[src/rtl/ext_irq_pkg.sv]
package ext_irq_pkg;

  typedef enum logic [1:0] {
    SENSE_LOW  = 2'b00,
    SENSE_ANY  = 2'b01,
    SENSE_FALL = 2'b10,
    SENSE_RISE = 2'b11
  } sense_e;

  // Edge qualification: current and previous synchronised samples.
  function automatic logic edge_match(input sense_e m, input logic cur, input logic prev);
    case (m)
      SENSE_ANY:  return cur ^ prev;
      SENSE_FALL: return prev & ~cur;
      SENSE_RISE: return cur & ~prev;
      default:    return 1'b0;
    endcase
  endfunction

  // Level request: active while sampled pin is low in level mode.
  function automatic logic level_match(input sense_e m, input logic cur);
    return (m == SENSE_LOW) && !cur;
  endfunction

  // Pad seen by sensing logic, including gating override.
  function automatic logic gated_pad(input logic pad, input logic drv_en, input logic drv_val,
                                     input logic gate_en, input logic src_en);
    logic eff;
    eff = drv_en ? drv_val : pad;
    return (gate_en | src_en) ? eff : 1'b1;
  endfunction

endpackage

[src/rtl/ext_irq_sync.sv]
module ext_irq_sync #(
  parameter int   WIDTH   = 2,
  parameter int   STAGES  = 2,
  parameter logic RST_VAL = 1'b1
) (
  input  logic             clk,
  input  logic             rst_n,
  input  logic [WIDTH-1:0] d,
  output logic [WIDTH-1:0] q
);

  logic [WIDTH-1:0] stg [STAGES];

  generate
    for (genvar s = 0; s < STAGES; s++) begin : g_stage
      if (s == 0) begin : g_first
        always_ff @(posedge clk or negedge rst_n) begin
          if (!rst_n) stg[s] <= {WIDTH{RST_VAL}};
          else        stg[s] <= d;
        end
      end else begin : g_next
        always_ff @(posedge clk or negedge rst_n) begin
          if (!rst_n) stg[s] <= {WIDTH{RST_VAL}};
          else        stg[s] <= stg[s-1];
        end
      end
    end
  endgenerate

  assign q = stg[STAGES-1];

endmodule

[src/rtl/ext_irq_detect.sv]
module ext_irq_detect
  import ext_irq_pkg::*;
(
  input  logic       clk,
  input  logic       rst_n,
  input  logic       sync_in,
  input  logic       en,
  input  logic [1:0] mode,
  input  logic       ack,
  input  logic       clr,
  output logic       flag,
  output logic       irq
);

  sense_e m;
  logic   prev_q;
  logic   flag_q;
  logic   edge_evt;
  logic   clr_evt;
  logic   lvl_mode;
  logic   lvl_req;

  assign m = sense_e'(mode);

  always_ff @(posedge clk or negedge rst_n) begin
    if (!rst_n) prev_q <= 1'b1;
    else        prev_q <= sync_in;
  end

  assign edge_evt = edge_match(m, sync_in, prev_q);
  assign clr_evt  = ack | clr;
  assign lvl_mode = (m == SENSE_LOW);
  assign lvl_req  = level_match(m, sync_in);

  always_ff @(posedge clk or negedge rst_n) begin
    if (!rst_n)        flag_q <= 1'b0;
    else if (edge_evt) flag_q <= 1'b1;
    else if (clr_evt)  flag_q <= 1'b0;
  end

  assign flag = flag_q;
  assign irq  = en & (lvl_mode ? lvl_req : flag_q);

  assert_fall_sets_R2: assert property (@(posedge clk) disable iff (!rst_n)
    (m == SENSE_FALL) && $fell(sync_in) |=> flag_q);

  assert_rise_sets_R3: assert property (@(posedge clk) disable iff (!rst_n)
    (m == SENSE_RISE) && $rose(sync_in) |=> flag_q);

  assert_level_no_latch_R5: assert property (@(posedge clk) disable iff (!rst_n)
    lvl_mode && !flag_q |=> !flag_q);

  assert_level_follow_R5: assert property (@(posedge clk) disable iff (!rst_n)
    en && lvl_mode |-> (irq == !sync_in));

  assert_flag_hold_R6: assert property (@(posedge clk) disable iff (!rst_n)
    flag_q && !clr_evt |=> flag_q);

  assert_flag_clear_R6: assert property (@(posedge clk) disable iff (!rst_n)
    clr_evt && !edge_evt |=> !flag_q);

  assert_edge_wins_R7: assert property (@(posedge clk) disable iff (!rst_n)
    edge_evt && clr_evt |=> flag_q);

  assert_irq_gated_R8: assert property (@(posedge clk) disable iff (!rst_n)
    !en |-> !irq);

endmodule

[src/rtl/ext_irq_sense.sv]
module ext_irq_sense
  import ext_irq_pkg::*;
#(
  parameter int N_SRC       = 2,
  parameter int SYNC_STAGES = 2
) (
  input  logic               clk,
  input  logic               rst_n,
  input  logic [N_SRC-1:0]   pad_in,
  input  logic [N_SRC-1:0]   drive_en,
  input  logic [N_SRC-1:0]   drive_val,
  input  logic [N_SRC-1:0]   in_gate_en,
  input  logic [N_SRC-1:0]   src_en,
  input  logic [2*N_SRC-1:0] src_mode,
  input  logic [N_SRC-1:0]   flag_ack,
  input  logic [N_SRC-1:0]   flag_clr,
  output logic [N_SRC-1:0]   pin_read,
  output logic [N_SRC-1:0]   pend_flag,
  output logic [N_SRC-1:0]   irq
);

  localparam int MODE_W = 2;

  logic [N_SRC-1:0] gated;
  logic [N_SRC-1:0] synced;

  generate
    for (genvar i = 0; i < N_SRC; i++) begin : g_gate
      assign gated[i] = gated_pad(pad_in[i], drive_en[i], drive_val[i],
                                  in_gate_en[i], src_en[i]);
    end
  endgenerate

  ext_irq_sync #(
    .WIDTH  (N_SRC),
    .STAGES (SYNC_STAGES),
    .RST_VAL(1'b1)
  ) u_sync (
    .clk  (clk),
    .rst_n(rst_n),
    .d    (gated),
    .q    (synced)
  );

  assign pin_read = synced;

  generate
    for (genvar i = 0; i < N_SRC; i++) begin : g_src
      ext_irq_detect u_det (
        .clk    (clk),
        .rst_n  (rst_n),
        .sync_in(synced[i]),
        .en     (src_en[i]),
        .mode   (src_mode[MODE_W*i +: MODE_W]),
        .ack    (flag_ack[i]),
        .clr    (flag_clr[i]),
        .flag   (pend_flag[i]),
        .irq    (irq[i])
      );

      // a closed gate on a disabled source presents 1 to the synchroniser
      assert_gate_idle_R10: assert property (@(posedge clk) disable iff (!rst_n)
        !in_gate_en[i] && !src_en[i] |-> gated[i]);
    end
  endgenerate

endmodule

[config.mk]
export PLATFORM = sky130hd
export DESIGN_NAME = ext_irq_sense
export DESIGN_NICKNAME = d
export VERILOG_FILES = /design/src/rtl/ext_irq_pkg.sv /design/src/rtl/ext_irq_sync.sv /design/src/rtl/ext_irq_detect.sv /design/src/rtl/ext_irq_sense.sv
export SDC_FILE = /design/constraint.sdc
export NUM_CORES = 1
export LEC_CHECK = 0
export BUFFER_PORTS_ARGS = -buffer_cell sky130_fd_sc_hd__buf_2
export CORE_AREA = 2 2 39 41
export CTS_CLUSTER_DIAMETER = 50
export DETAILED_ROUTE_END_ITERATION = 12
export DIE_AREA = 0 0 41 43
export GPL_TIMING_DRIVEN = 1
export PLACE_DENSITY_LB_ADDON = 0.3
export SYNTH_ARGS = -nofsm -noshare
export SYNTH_HDL_FRONTEND = slang
export SYNTH_SLANG_ARGS = --single-unit
[constraint.sdc]
create_clock -name clk -period 1.4 [get_ports clk]
set_input_delay 0.28 -clock clk [delete_from_list [all_inputs] [get_ports clk]]
set_output_delay 0.28 -clock clk [all_outputs]
set_load 0.05 [all_outputs]
==> impl_results.html <==
<table>
<tr><th>Metric</th><th>Value</th></tr>
<tr><th colspan="2">Power and ir drop</th></tr>
<tr><td>VDD IR max</td><td>between 0.4 and 0.5 mV</td></tr>
<tr><td>P_int</td><td>approximately 0.47 mW</td></tr>
<tr><td>Combinational power share</td><td>0.334</td></tr>
<tr><td>Cell Pwr Density</td><td>946.6 mW/mm2</td></tr>
<tr><td>Clock group share of total power</td><td>0.250</td></tr>
<tr><td>Static Leak</td><td>0.3798 nW</td></tr>
<tr><td>Part of the total power dissipated in sequential elements</td><td>0.415</td></tr>
<tr><td>Switching Share</td><td>0.3056</td></tr>
<tr><td>Switching power</td><td>0.2052 mW</td></tr>
<tr><th colspan="2">Global route</th></tr>
<tr><td>Via count of the first global-routing pass</td><td>409</td></tr>
<tr><td>Global-route congestion overflow total</td><td>0</td></tr>
<tr><td>Maximum number of pins on one net before global-route repair</td><td>9</td></tr>
<tr><td>Initial antenna violation count</td><td>0</td></tr>
<tr><td>Wire length of the first global-routing pass</td><td>1607 um</td></tr>
<tr><td>Overall track demand over capacity in global routing</td><td>0.1384</td></tr>
<tr><th colspan="2">Worst hold path</th></tr>
<tr><td>Path class of the lowest-slack min-delay path</td><td>input port to register</td></tr>
<tr><th colspan="2">STA</th></tr>
<tr><td>Aggregate negative setup slack</td><td>-0.4482 ns</td></tr>
<tr><td>Count of endpoints failing hold in the final timing report</td><td>0</td></tr>
<tr><td>Unrepaired setup endpoints after global routing</td><td>yes</td></tr>
<tr><td>Final Critical Period</td><td>about 1.5 ns</td></tr>
<tr><td>Clock skew after layout</td><td>~0.000088 ns</td></tr>
<tr><td>Normalized max-slew margin</td><td>0.8357</td></tr>
<tr><td>Maximum clock frequency</td><td>between 600 and 700 MHz</td></tr>
<tr><td>Final Max Tran Viols</td><td>0</td></tr>
<tr><td>Share of the cycle needed by the critical path after routing</td><td>1.098</td></tr>
<tr><td>Final critical-path setup slack</td><td>-0.1374 ns</td></tr>
<tr><td>Count of endpoints failing setup in the final report</td><td>4</td></tr>
<tr><td>Slew at the pin closest to its max-slew limit</td><td>0.2482 ns</td></tr>
<tr><td>Hold slack</td><td>between 0.15 and 0.2 ns</td></tr>
<tr><th colspan="2">Final layout</th></tr>
<tr><td>Antenna diodes</td><td>0</td></tr>
<tr><td>Number of nets in the layout</td><td>100</td></tr>
<tr><td>Area growth syn-to-layout</td><td>55.77%</td></tr>
<tr><td>Core utilization of the finished layout</td><td>0.5127</td></tr>
<tr><td>Number of fill cells in the layout</td><td>approximately 140</td></tr>
<tr><td>Fraction of layout instances using a drive strength above 1</td><td>0.6757</td></tr>
<tr><th colspan="2">Critical path</th></tr>
<tr><td>Type of the worst setup path</td><td>register to primary output</td></tr>
<tr><td>Delay of the slowest cell on the worst path</td><td>0.37 ns</td></tr>
<tr><td>Worst setup path startpoint</td><td>u_sync.q[0]</td></tr>
<tr><td>Data arrival time of the critical path</td><td>1.26 ns</td></tr>
<tr><td>Series of cell instances along the critical path</td><td>or3_1 -&gt; a21boi_1 -&gt; buf_4</td></tr>
<tr><td>Critical path's top delay family</td><td>flip-flops</td></tr>
<tr><td>Critical path peak fanout</td><td>3</td></tr>
<tr><td>Path depth of the worst reg2reg path</td><td>6</td></tr>
<tr><td>Sort of element at the start of the critical path</td><td>register</td></tr>
<tr><td>CP max-delay cell</td><td>sky130_fd_sc_hd__dfstp_2</td></tr>
<tr><td>Crit path capture type</td><td>primary output</td></tr>
<tr><td>Reg2Reg Capture Point</td><td>g_src[0].u_det.flag</td></tr>
<tr><td>R2r setup slk</td><td>-0.12 ns</td></tr>
<tr><td>Worst setup path endpoint</td><td>irq[0]</td></tr>
<tr><td>Worst path buffer plus inverter count</td><td>1</td></tr>
<tr><td>Critical Path Stages</td><td>3</td></tr>
<tr><td>FF-to-FF Start</td><td>u_sync.q[0]</td></tr>
<tr><td>Req. time, crit path</td><td>1.12 ns</td></tr>
<tr><th colspan="2">Synthesis</th></tr>
<tr><td>Count of distinct cell types in the synthesized netlist</td><td>12</td></tr>
<tr><td>Post-synthesis net count</td><td>64</td></tr>
<tr><td>Sequential element share of the synthesized area</td><td>0.4560</td></tr>
<tr><td>Leading post-synthesis cells by cell area</td><td>sky130_fd_sc_hd__dfstp_2, sky130_fd_sc_hd__dfrtp_1, sky130_fd_sc_hd__ha_1</td></tr>
<tr><td>Syn avg cell area</td><td>approximately 11 um2</td></tr>
<tr><td>Total number of yosys warnings</td><td>0</td></tr>
<tr><td>Register bit total from synthesis</td><td>8</td></tr>
<tr><td>Area fraction of the dominant cell type after synthesis</td><td>0.3462</td></tr>
<tr><td>Post-Synthesis Cell Area</td><td>455.4 um2</td></tr>
<tr><td>Gate count of the mapped netlist</td><td>40</td></tr>
<tr><td>Cell taking the most area after synthesis</td><td>sky130_fd_sc_hd__dfstp_2</td></tr>
<tr><th colspan="2">Clock tree</th></tr>
<tr><td>CTS root buf</td><td>sky130_fd_sc_hd__clkbuf_4</td></tr>
<tr><td>Clock transition at the registers of the reported paths</td><td>0.05 ns</td></tr>
<tr><td>Clock insertion delay at the later pin of the skew report</td><td>0.24 ns</td></tr>
<tr><td>Number of buffers added by the clock tree synthesis step</td><td>3</td></tr>
<tr><td>Number of sinks on the clock net</td><td>8</td></tr>
<tr><td>CTS tree</td><td>done</td></tr>
<tr><td>Max Buffers Root-to-Sink</td><td>2</td></tr>
<tr><td>Number of levels in the clock H-tree</td><td>1</td></tr>
<tr><th colspan="2">Drt</th></tr>
<tr><td>Wirelength per Cell</td><td>10.18 um</td></tr>
<tr><td>Wirelength, routed</td><td>between 900 and 1000 um</td></tr>
<tr><td>Routed Antenna Nets</td><td>0</td></tr>
<tr><td>Routed via count divided by cell count</td><td>4.422</td></tr>
<tr><td>Violation count after the first detailed-routing iteration</td><td>0</td></tr>
<tr><td>Via count</td><td>398</td></tr>
<tr><td>Pre-antenna DRT Iters</td><td>1</td></tr>
<tr><td># DRC</td><td>0</td></tr>
<tr><th colspan="2">Flow run</th></tr>
<tr><td>Number of max-cap violations</td><td>0</td></tr>
<tr><th colspan="2">Die</th></tr>
<tr><td>Top-level I/O count</td><td>26</td></tr>
<tr><td>Die Area</td><td>0.001763 mm2</td></tr>
<tr><td>DIE WIDTH</td><td>41 um</td></tr>
<tr><td>Core area</td><td>~0.0014 mm2</td></tr>
<tr><td>Row Count</td><td>14</td></tr>
<tr><td>Effective utilization at floorplan</td><td>0.3291</td></tr>
<tr><td>Die outline height</td><td>roughly 43 um</td></tr>
<tr><th colspan="2">Placement</th></tr>
<tr><td>Routability cong.</td><td>0.6316</td></tr>
<tr><td>IO Port Bufs</td><td>25</td></tr>
<tr><td>Worst setup slack before clock tree synthesis</td><td>-0.07003 ns</td></tr>
<tr><th colspan="2">Outcome</th></tr>
<tr><td>Failing checks</td><td>negative setup slack</td></tr>
<tr><td>Status</td><td>finished, violations left</td></tr>
</table>
[routing by layer]
metal | global-route usage | wire length [um] | vias to the layer above
met2 | 0.2344 | 530 | 11
met1 | 0.1443 | 346 | 183
met5 | 0 | 0 | -
met4 | 0.08000 | 0 | 0
met3 | 0.03141 | 39 | 0
li1 | - | - | 204
[sequential cells by signal (all words and copies together) (netlist names)]
name                flops
g_src.u_det.flag        2
g_src.u_det.prev_q      2
u_sync.q                2
u_sync.stg              2
[stage by stage]
stage                     cells  cell area, um2  total power, mW
after floorplan              40           455.4           0.4138
after global placement       81           600.6           0.4622
after detailed placement     81           600.6           0.4693
after CTS                    89           701.9           0.6860
after global routing         90           709.4           0.7146
final                        90           709.4           0.6715
[cell usage in the layout (no fill, tap or decap), drive strengths merged]
master,count
clkbuf,3
mux2,2
mux2i,2
a211o,2
dfstp,6
ha,4
buf,36
nor3b,4
dfrtp,2
dlygate4sd3,1
a21boi,2
inv,4
o21ai,4
or3,2
[worst min path at each step]
stage	start	end	slack [ns]	cells past startpoint
2_1_floorplan	rst_n	g_src[0].u_det.flag	-0.02	0
3_3_place_gp	rst_n	g_src[0].u_det.flag	0.12	1
3_5_place_dp	rst_n	g_src[0].u_det.flag	0.13	1
4_1_cts	in_gate_en[1]	u_sync.stg[3]	0.17	2
5_1_grt	in_gate_en[1]	u_sync.stg[3]	0.18	2
6_report	in_gate_en[1]	u_sync.stg[3]	0.18	2
[power by group through the flow]
| stage | logic, mW | registers [mW] | clock network (mW) |
|---|---|---|---|
| 2_1_floorplan | 0.134 | 0.280 | 0 |
| 3_3_place_gp | 0.179 | 0.283 | 0 |
| 3_5_place_dp | 0.186 | 0.284 | 0 |
| 4_1_cts | 0.224 | 0.280 | 0.182 |
| 5_1_grt | 0.245 | 0.282 | 0.187 |
| 6_report | 0.225 | 0.279 | 0.168 |
[synthesized netlist by cell type]
cell,number
sky130_fd_sc_hd__buf_4,6
sky130_fd_sc_hd__dfstp_2,6
sky130_fd_sc_hd__ha_1,4
sky130_fd_sc_hd__inv_1,4
sky130_fd_sc_hd__nor3b_1,4
sky130_fd_sc_hd__o21ai_0,4
sky130_fd_sc_hd__a211o_1,2
sky130_fd_sc_hd__a21boi_0,2
sky130_fd_sc_hd__dfrtp_1,2
sky130_fd_sc_hd__mux2_1,2
sky130_fd_sc_hd__mux2i_1,2
sky130_fd_sc_hd__or3_1,2
[logic make-up (layout without fill, tap and decap cells)]
group           after synthesis  after routing  share of synthesized area
simple gates                  6              6                    0.09340
flops                         8              8                     0.4560
fa+ha+maj                     4              4                     0.1099
compound gates                8              8                     0.1154
mux                           4              4                    0.09340
buf+inv                      10             44                     0.1319
[repair_timing]
action	in CTS	in global routing
resized for setup	14	0
endpoints found under the setup margin	5	5
hold buffers	1	0
setup buffers	4	1
hold endpoints to repair	2	0
pin swaps	2	0
[layout make-up]
cell class	count	area, um2	area share
Clock buffer	3	22.52	0.03175
Inverter	4	17.52	0.02469
Multi-Input combinational cell	22	210.2	0.2963
Sequential cell	8	207.7	0.2928
Tap cell	16	20.02	0.02822
Timing Repair Buffer	37	231.5	0.3263
(Power assumes the default switching activity.)
